File: config.mk
export PLATFORM = sky130hd
export DESIGN_NAME = dsadc_reader
export DESIGN_NICKNAME = d
export VERILOG_FILES = /design/src/rtl/dsr_pkg.sv /design/src/rtl/dsr_sck_gen.sv /design/src/rtl/dsr_shifter.sv /design/src/rtl/dsadc_reader.sv
export SDC_FILE = /design/constraint.sdc
export NUM_CORES = 1
export LEC_CHECK = 0
export BUFFER_PORTS_ARGS = -buffer_cell sky130_fd_sc_hd__buf_4
export CORE_MARGIN = 2
export CORE_UTILIZATION = 45
export DETAILED_ROUTE_END_ITERATION = 7
export GPL_TIMING_DRIVEN = 0
export PLACE_DENSITY_LB_ADDON = 0.05
export SLEW_MARGIN = 20
export SYNTH_ARGS = -nofsm -noshare
export SYNTH_HDL_FRONTEND = slang
export SYNTH_HIERARCHICAL = 1
export SYNTH_SLANG_ARGS = --single-unit
File: constraint.sdc
create_clock -name clk -period 2.39 [get_ports clk]
set_input_delay 0.478 -clock clk [delete_from_list [all_inputs] [get_ports clk]]
set_output_delay 0.478 -clock clk [all_outputs]
set_load 0.01 [all_outputs]
File: src/rtl/dsr_pkg.sv
package dsr_pkg;

    localparam int FRAME_BITS = 32;
    localparam int CFG_W      = 10;
    localparam int CMD_BITS   = CFG_W + 3;
    localparam int DATA_W     = FRAME_BITS - 3;
    localparam int SIGN_POS   = DATA_W;

    typedef struct packed {
        logic       single;
        logic       odd;
        logic [2:0] addr;
        logic [3:0] osr;
        logic       dbl;
    } cfg_t;

    localparam cfg_t CFG_DEFAULT = '{single: 1'b0, odd: 1'b0, addr: 3'd0,
                                     osr: 4'd3, dbl: 1'b0};

    typedef enum logic [1:0] {
        RD_IDLE  = 2'd0,
        RD_POLL  = 2'd1,
        RD_SHIFT = 2'd2
    } rd_state_e;

    // Command: start pattern 1,0 then enable, then the configuration fields.
    function automatic logic [CMD_BITS-1:0] make_cmd(input cfg_t c);
        return {2'b10, 1'b1, c};
    endfunction

endpackage

File: src/rtl/dsr_sck_gen.sv
module dsr_sck_gen #(
    parameter int DIV_W = 8
) (
    input  logic             clk,
    input  logic             rst_n,
    input  logic             run_i,
    input  logic [DIV_W-1:0] div_i,
    output logic             sck_o,
    output logic             rise_o,
    output logic             fall_o
);

    typedef struct packed {
        logic [DIV_W-1:0] cnt;
        logic             sck;
    } gen_t;

    gen_t             q, d;
    logic [DIV_W-1:0] div_eff;
    logic             tick;

    always_comb begin
        div_eff = (div_i == '0) ? {{(DIV_W-1){1'b0}}, 1'b1} : div_i;
        tick    = run_i && (q.cnt == div_eff - 1'b1);
        d       = q;
        if (!run_i) begin
            d.cnt = '0;
            d.sck = 1'b0;
        end else if (tick) begin
            d.cnt = '0;
            d.sck = ~q.sck;
        end else begin
            d.cnt = q.cnt + 1'b1;
        end
    end

    always_ff @(posedge clk or negedge rst_n) begin
        if (!rst_n) begin
            q <= '0;
        end else begin
            q <= d;
        end
    end

    assign sck_o  = q.sck;
    assign rise_o = tick && !q.sck;
    assign fall_o = tick && q.sck;

endmodule

File: src/rtl/dsr_shifter.sv
module dsr_shifter
    import dsr_pkg::*;
(
    input  logic                  clk,
    input  logic                  rst_n,
    input  logic                  load_i,
    input  logic [CMD_BITS-1:0]   cmd_i,
    input  logic                  shift_i,
    input  logic                  capture_i,
    input  logic                  sdo_i,
    output logic                  sdi_o,
    output logic [FRAME_BITS-1:0] word_o
);

    localparam int PAD_W = FRAME_BITS - CMD_BITS;

    typedef struct packed {
        logic [FRAME_BITS-1:0] tx;
        logic [FRAME_BITS-1:0] rx;
    } shf_t;

    shf_t q, d;

    always_comb begin
        d = q;
        if (load_i) begin
            d.tx = {cmd_i, {PAD_W{1'b0}}};
            d.rx = '0;
        end else begin
            if (shift_i) begin
                d.tx = {q.tx[FRAME_BITS-2:0], 1'b0};
            end
            if (capture_i) begin
                d.rx = {q.rx[FRAME_BITS-2:0], sdo_i};
            end
        end
    end

    always_ff @(posedge clk or negedge rst_n) begin
        if (!rst_n) begin
            q <= '0;
        end else begin
            q <= d;
        end
    end

    assign sdi_o  = q.tx[FRAME_BITS-1];
    assign word_o = q.rx;

endmodule

File: src/rtl/dsadc_reader.sv
module dsadc_reader
    import dsr_pkg::*;
#(
    parameter int DIV_W = 8,
    parameter int TMO_W = 16
) (
    input  logic              clk,
    input  logic              rst_n,
    input  logic              start_i,
    input  logic              abort_i,
    input  logic [CFG_W-1:0]  cfg_i,
    input  logic [DIV_W-1:0]  div_i,
    input  logic [TMO_W-1:0]  timeout_i,
    output logic              adc_cs_n_o,
    output logic              adc_sck_o,
    output logic              adc_sdi_o,
    input  logic              adc_sdo_i,
    output logic              result_valid_o,
    output logic [DATA_W-1:0] result_o,
    output logic              sign_o,
    output logic [CFG_W-1:0]  result_cfg_o,
    output logic              timeout_err_o
);

    localparam int CNT_W = $clog2(FRAME_BITS + 1);
    localparam logic [CNT_W-1:0] LAST_BIT = CNT_W'(FRAME_BITS);

    typedef struct packed {
        rd_state_e         st;
        logic              cs_n;
        cfg_t              cur;
        cfg_t              pend;
        logic [TMO_W-1:0]  tmo;
        logic [CNT_W-1:0]  bits;
        logic              abort_pend;
        logic              valid;
        logic              err;
        logic [DATA_W-1:0] res;
        logic              sign;
        cfg_t              res_cfg;
    } rd_t;

    rd_t                   q, d;
    logic                  run, load, abort_now;
    logic                  sck, rise, fall;
    logic [FRAME_BITS-1:0] word;

    dsr_sck_gen #(.DIV_W(DIV_W)) sck_gen_i (
        .clk    (clk),
        .rst_n  (rst_n),
        .run_i  (run),
        .div_i  (div_i),
        .sck_o  (sck),
        .rise_o (rise),
        .fall_o (fall)
    );

    dsr_shifter shifter_i (
        .clk       (clk),
        .rst_n     (rst_n),
        .load_i    (load),
        .cmd_i     (make_cmd(q.pend)),
        .shift_i   (fall),
        .capture_i (rise),
        .sdo_i     (adc_sdo_i),
        .sdi_o     (adc_sdi_o),
        .word_o    (word)
    );

    always_comb begin
        d         = q;
        d.valid   = 1'b0;
        d.err     = 1'b0;
        run       = 1'b0;
        load      = 1'b0;
        abort_now = 1'b0;
        unique case (q.st)
            RD_IDLE: begin
                if (start_i) begin
                    d.st         = RD_POLL;
                    d.cs_n       = 1'b0;
                    d.pend       = cfg_t'(cfg_i);
                    d.tmo        = '0;
                    d.abort_pend = 1'b0;
                end
            end
            RD_POLL: begin
                if (abort_i) begin
                    d.st   = RD_IDLE;
                    d.cs_n = 1'b1;
                end else if (!adc_sdo_i) begin
                    d.st   = RD_SHIFT;
                    d.bits = '0;
                    load   = 1'b1;
                end else if (q.tmo == timeout_i) begin
                    d.st   = RD_IDLE;
                    d.cs_n = 1'b1;
                    d.err  = 1'b1;
                end else begin
                    d.tmo = q.tmo + 1'b1;
                end
            end
            RD_SHIFT: begin
                abort_now    = (abort_i || q.abort_pend) && !sck;
                run          = !abort_now;
                d.abort_pend = q.abort_pend || abort_i;
                if (abort_now) begin
                    d.st         = RD_IDLE;
                    d.cs_n       = 1'b1;
                    d.abort_pend = 1'b0;
                end else if (rise) begin
                    d.bits = q.bits + 1'b1;
                end else if (fall && q.bits == LAST_BIT) begin
                    d.st      = RD_IDLE;
                    d.cs_n    = 1'b1;
                    d.valid   = 1'b1;
                    d.res     = word[DATA_W-1:0];
                    d.sign    = word[SIGN_POS];
                    d.res_cfg = q.cur;
                    d.cur     = q.pend;
                end
            end
            default: begin
                d.st   = RD_IDLE;
                d.cs_n = 1'b1;
            end
        endcase
    end

    always_ff @(posedge clk or negedge rst_n) begin
        if (!rst_n) begin
            q         <= '0;
            q.st      <= RD_IDLE;
            q.cs_n    <= 1'b1;
            q.cur     <= CFG_DEFAULT;
            q.pend    <= CFG_DEFAULT;
            q.res_cfg <= CFG_DEFAULT;
        end else begin
            q <= d;
        end
    end

    assign adc_cs_n_o     = q.cs_n;
    assign adc_sck_o      = sck;
    assign result_valid_o = q.valid;
    assign result_o       = q.res;
    assign sign_o         = q.sign;
    assign result_cfg_o   = q.res_cfg;
    assign timeout_err_o  = q.err;

endmodule

==> metrics <==
fmax 336 MHz; global-route wire length before repair 24.7 mm; number of global-route vias before repair 4940; clock buffer depth 2; max incr delay on CP 0.29 ns; WS Path Type in -> reg; RSZ-0062 raised after global routing true; Period minus WS final 2.98 ns; Final Hold Vio Count 1; Total GRT Usage 0.188; area delta synth->final 30.3%; DR vias 4977; Pwr Density 666 nW/um^2; largest net degree at the start of global routing 79; die area 16900 sq um; worst vdd ir 0.475 mV; DR DRC count 0; worst-path cell chain buf_8 -> nor3_4 -> a31oi_4 -> ha_4 -> xor2_1 -> o221ai_1 -> nor3b_1 -> nand4_1 -> buf_6 -> nor2_4 -> and3_4 -> nand4b_1 -> nor4_2 -> nand2_2 -> buf_6 -> buf_12 -> mux2_4; Worst Path Required 2.68 ns; nets@finish 819; Starting DRT DRC Count 264; Post-Route WL 14.9 mm; Clock Latency Late Sink 0.42 ns; io pins 84; H-tree depth 4; WP data arrival 3.27 ns; Cell Area, Synth 7150 sq um; post-route ant nets 0; Min Hold Slack -0.00501 ns; Worst-path clk slew 0.06 ns; fraction of layout instances using a drive strength above 1 0.426; setup violators final 102; global route overflow 0; row count 46; Num CTS Buffers 17; Antenna diodes 0; Avg Inst Size Synth 11.2 sq um; Critical Path Sink Type flop; violated checks negative hold slack, negative setup slack; drt first pass iters 4; GP Congestion 0.802; Root Driver clkbuf_16; worst-margin pin slew 0.844 ns; Crit path top cell by count buf_6; critical path's slowest cell mux2_4; synthesized instance count 638; Die H 130 microns; commonest non-fill, non-tap cell in the layout buf_4; post-layout util 0.593; FILL cells 1300; Ys Warns 6; core box area 15700 sq um; worst path buffer plus inverter count 4; Post-Route Skew 0.00642 ns; initial antenna violation count 0; leakage power total 4.51 nW; Slew Limit Fails 0; CP delay by family, top simple AND/OR/NAND/NOR gates; die width 130 microns; relative slew slack 0.434; MaxCap Viol Count 0; DP Wirelength 9.84 mm; status finished, violations left; DP Worst Slack -1.47 ns; startpoint class of the critical path input pin; hold buffer count at cts 0; Final period util 1.25; commonest non-fill, non-tap cells in the layout 169 x buf_4, 133 x dfrtp_1, 64 x nand2_1, 48 x mux2_2, 47 x nor2_1; Vias/cell 4.96; HP Class in -> async; TritonCTS clock tree yes; final worst slack -0.588 ns; Routed wire per std cell 14.9 microns; Num Clock Sinks 140; critical path peak fanout 5; initial cell density of the core 0.455; port bufs 83
## state kept, by name, indices dropped and copies added (netlist names)
register,count
q,45
shifter_i/word_o,30
result_o,29
shifter_i/q,12
result_cfg_o,10
sck_gen_i/q,8
adc_cs_n_o,1
result_valid_o,1
sck_gen_i/sck_o,1
shifter_i/sdi_o,1
sign_o,1
timeout_err_o,1
## repair_timing
item / in CTS / in global routing
cloned: 5 / 1
resized for setup: 52 / 9
endpoints found under the hold margin: 0 / 0
endpoints found under the setup margin: 102 / 103
buffers inserted: 27 / 7
pin swaps: 9 / 7
## report_power, final
part	internal, mW	leakage [nW]	total, mW	switching [mW]
clock	1.82	0.301	2.81	0.982
combinational	0.302	2.31	0.691	0.389
sequential	2.56	1.90	2.71	0.143
## metal layers
layer	vias to the layer above	GRT usage	routed length [microns]
li1	2419	-	-
met1	2431	0.244	6730
met2	105	0.310	7380
met3	22	0.0381	508
met4	0	0.0784	307
met5	-	0	0
## cell type report
type / instances / area, sq um / share of cell area
Clock buffer: 21 / 470 / 0.0505
Timing Repair Buffer: 119 / 1080 / 0.116
Inverter: 9 / 33.8 / 0.00363
Tap cell: 216 / 270 / 0.0290
Buffer: 97 / 817 / 0.0877
Multi-Input combinational cell: 391 / 2960 / 0.318
Clock inverter: 11 / 165 / 0.0177
Sequential cell: 140 / 3510 / 0.377
## per-stage QoR
stage	TNS (ns)	std cells	total power [mW]	hold WS [ns]	cell area, sq um
2_1_floorplan	-60.59	639	3.11	0.182	7200
3_3_place_gp	-119.64	938	3.36	0.465	8090
3_5_place_dp	-125.08	939	3.40	0.455	8130
4_1_cts	-37.52	1001	6.25	0.0117	9290
5_1_grt	-57.75	1004	6.48	0.0192	9310
6_report	-42.38	1004	6.20	-0.00501	9310
## path summary, 6_finish.rpt
kind                           startpoint              end  slack, ns  cells past startpoint
setup / recovery                 div_i[3]     result_o[22]      -0.59                     17
hold / removal                      rst_n     result_o[15]     -0.005                      1
setup reg to reg           sck_gen_i/q[5]     result_o[22]      -0.30                     13
hold reg to reg                     q[66]            q[66]       0.47                      2
max in group asynchronous           rst_n  result_cfg_o[2]       1.60                      2
min in group clk                 cfg_i[6]            q[71]       0.25                      3
No activity file was read; power rests on OpenSTA's default activity.
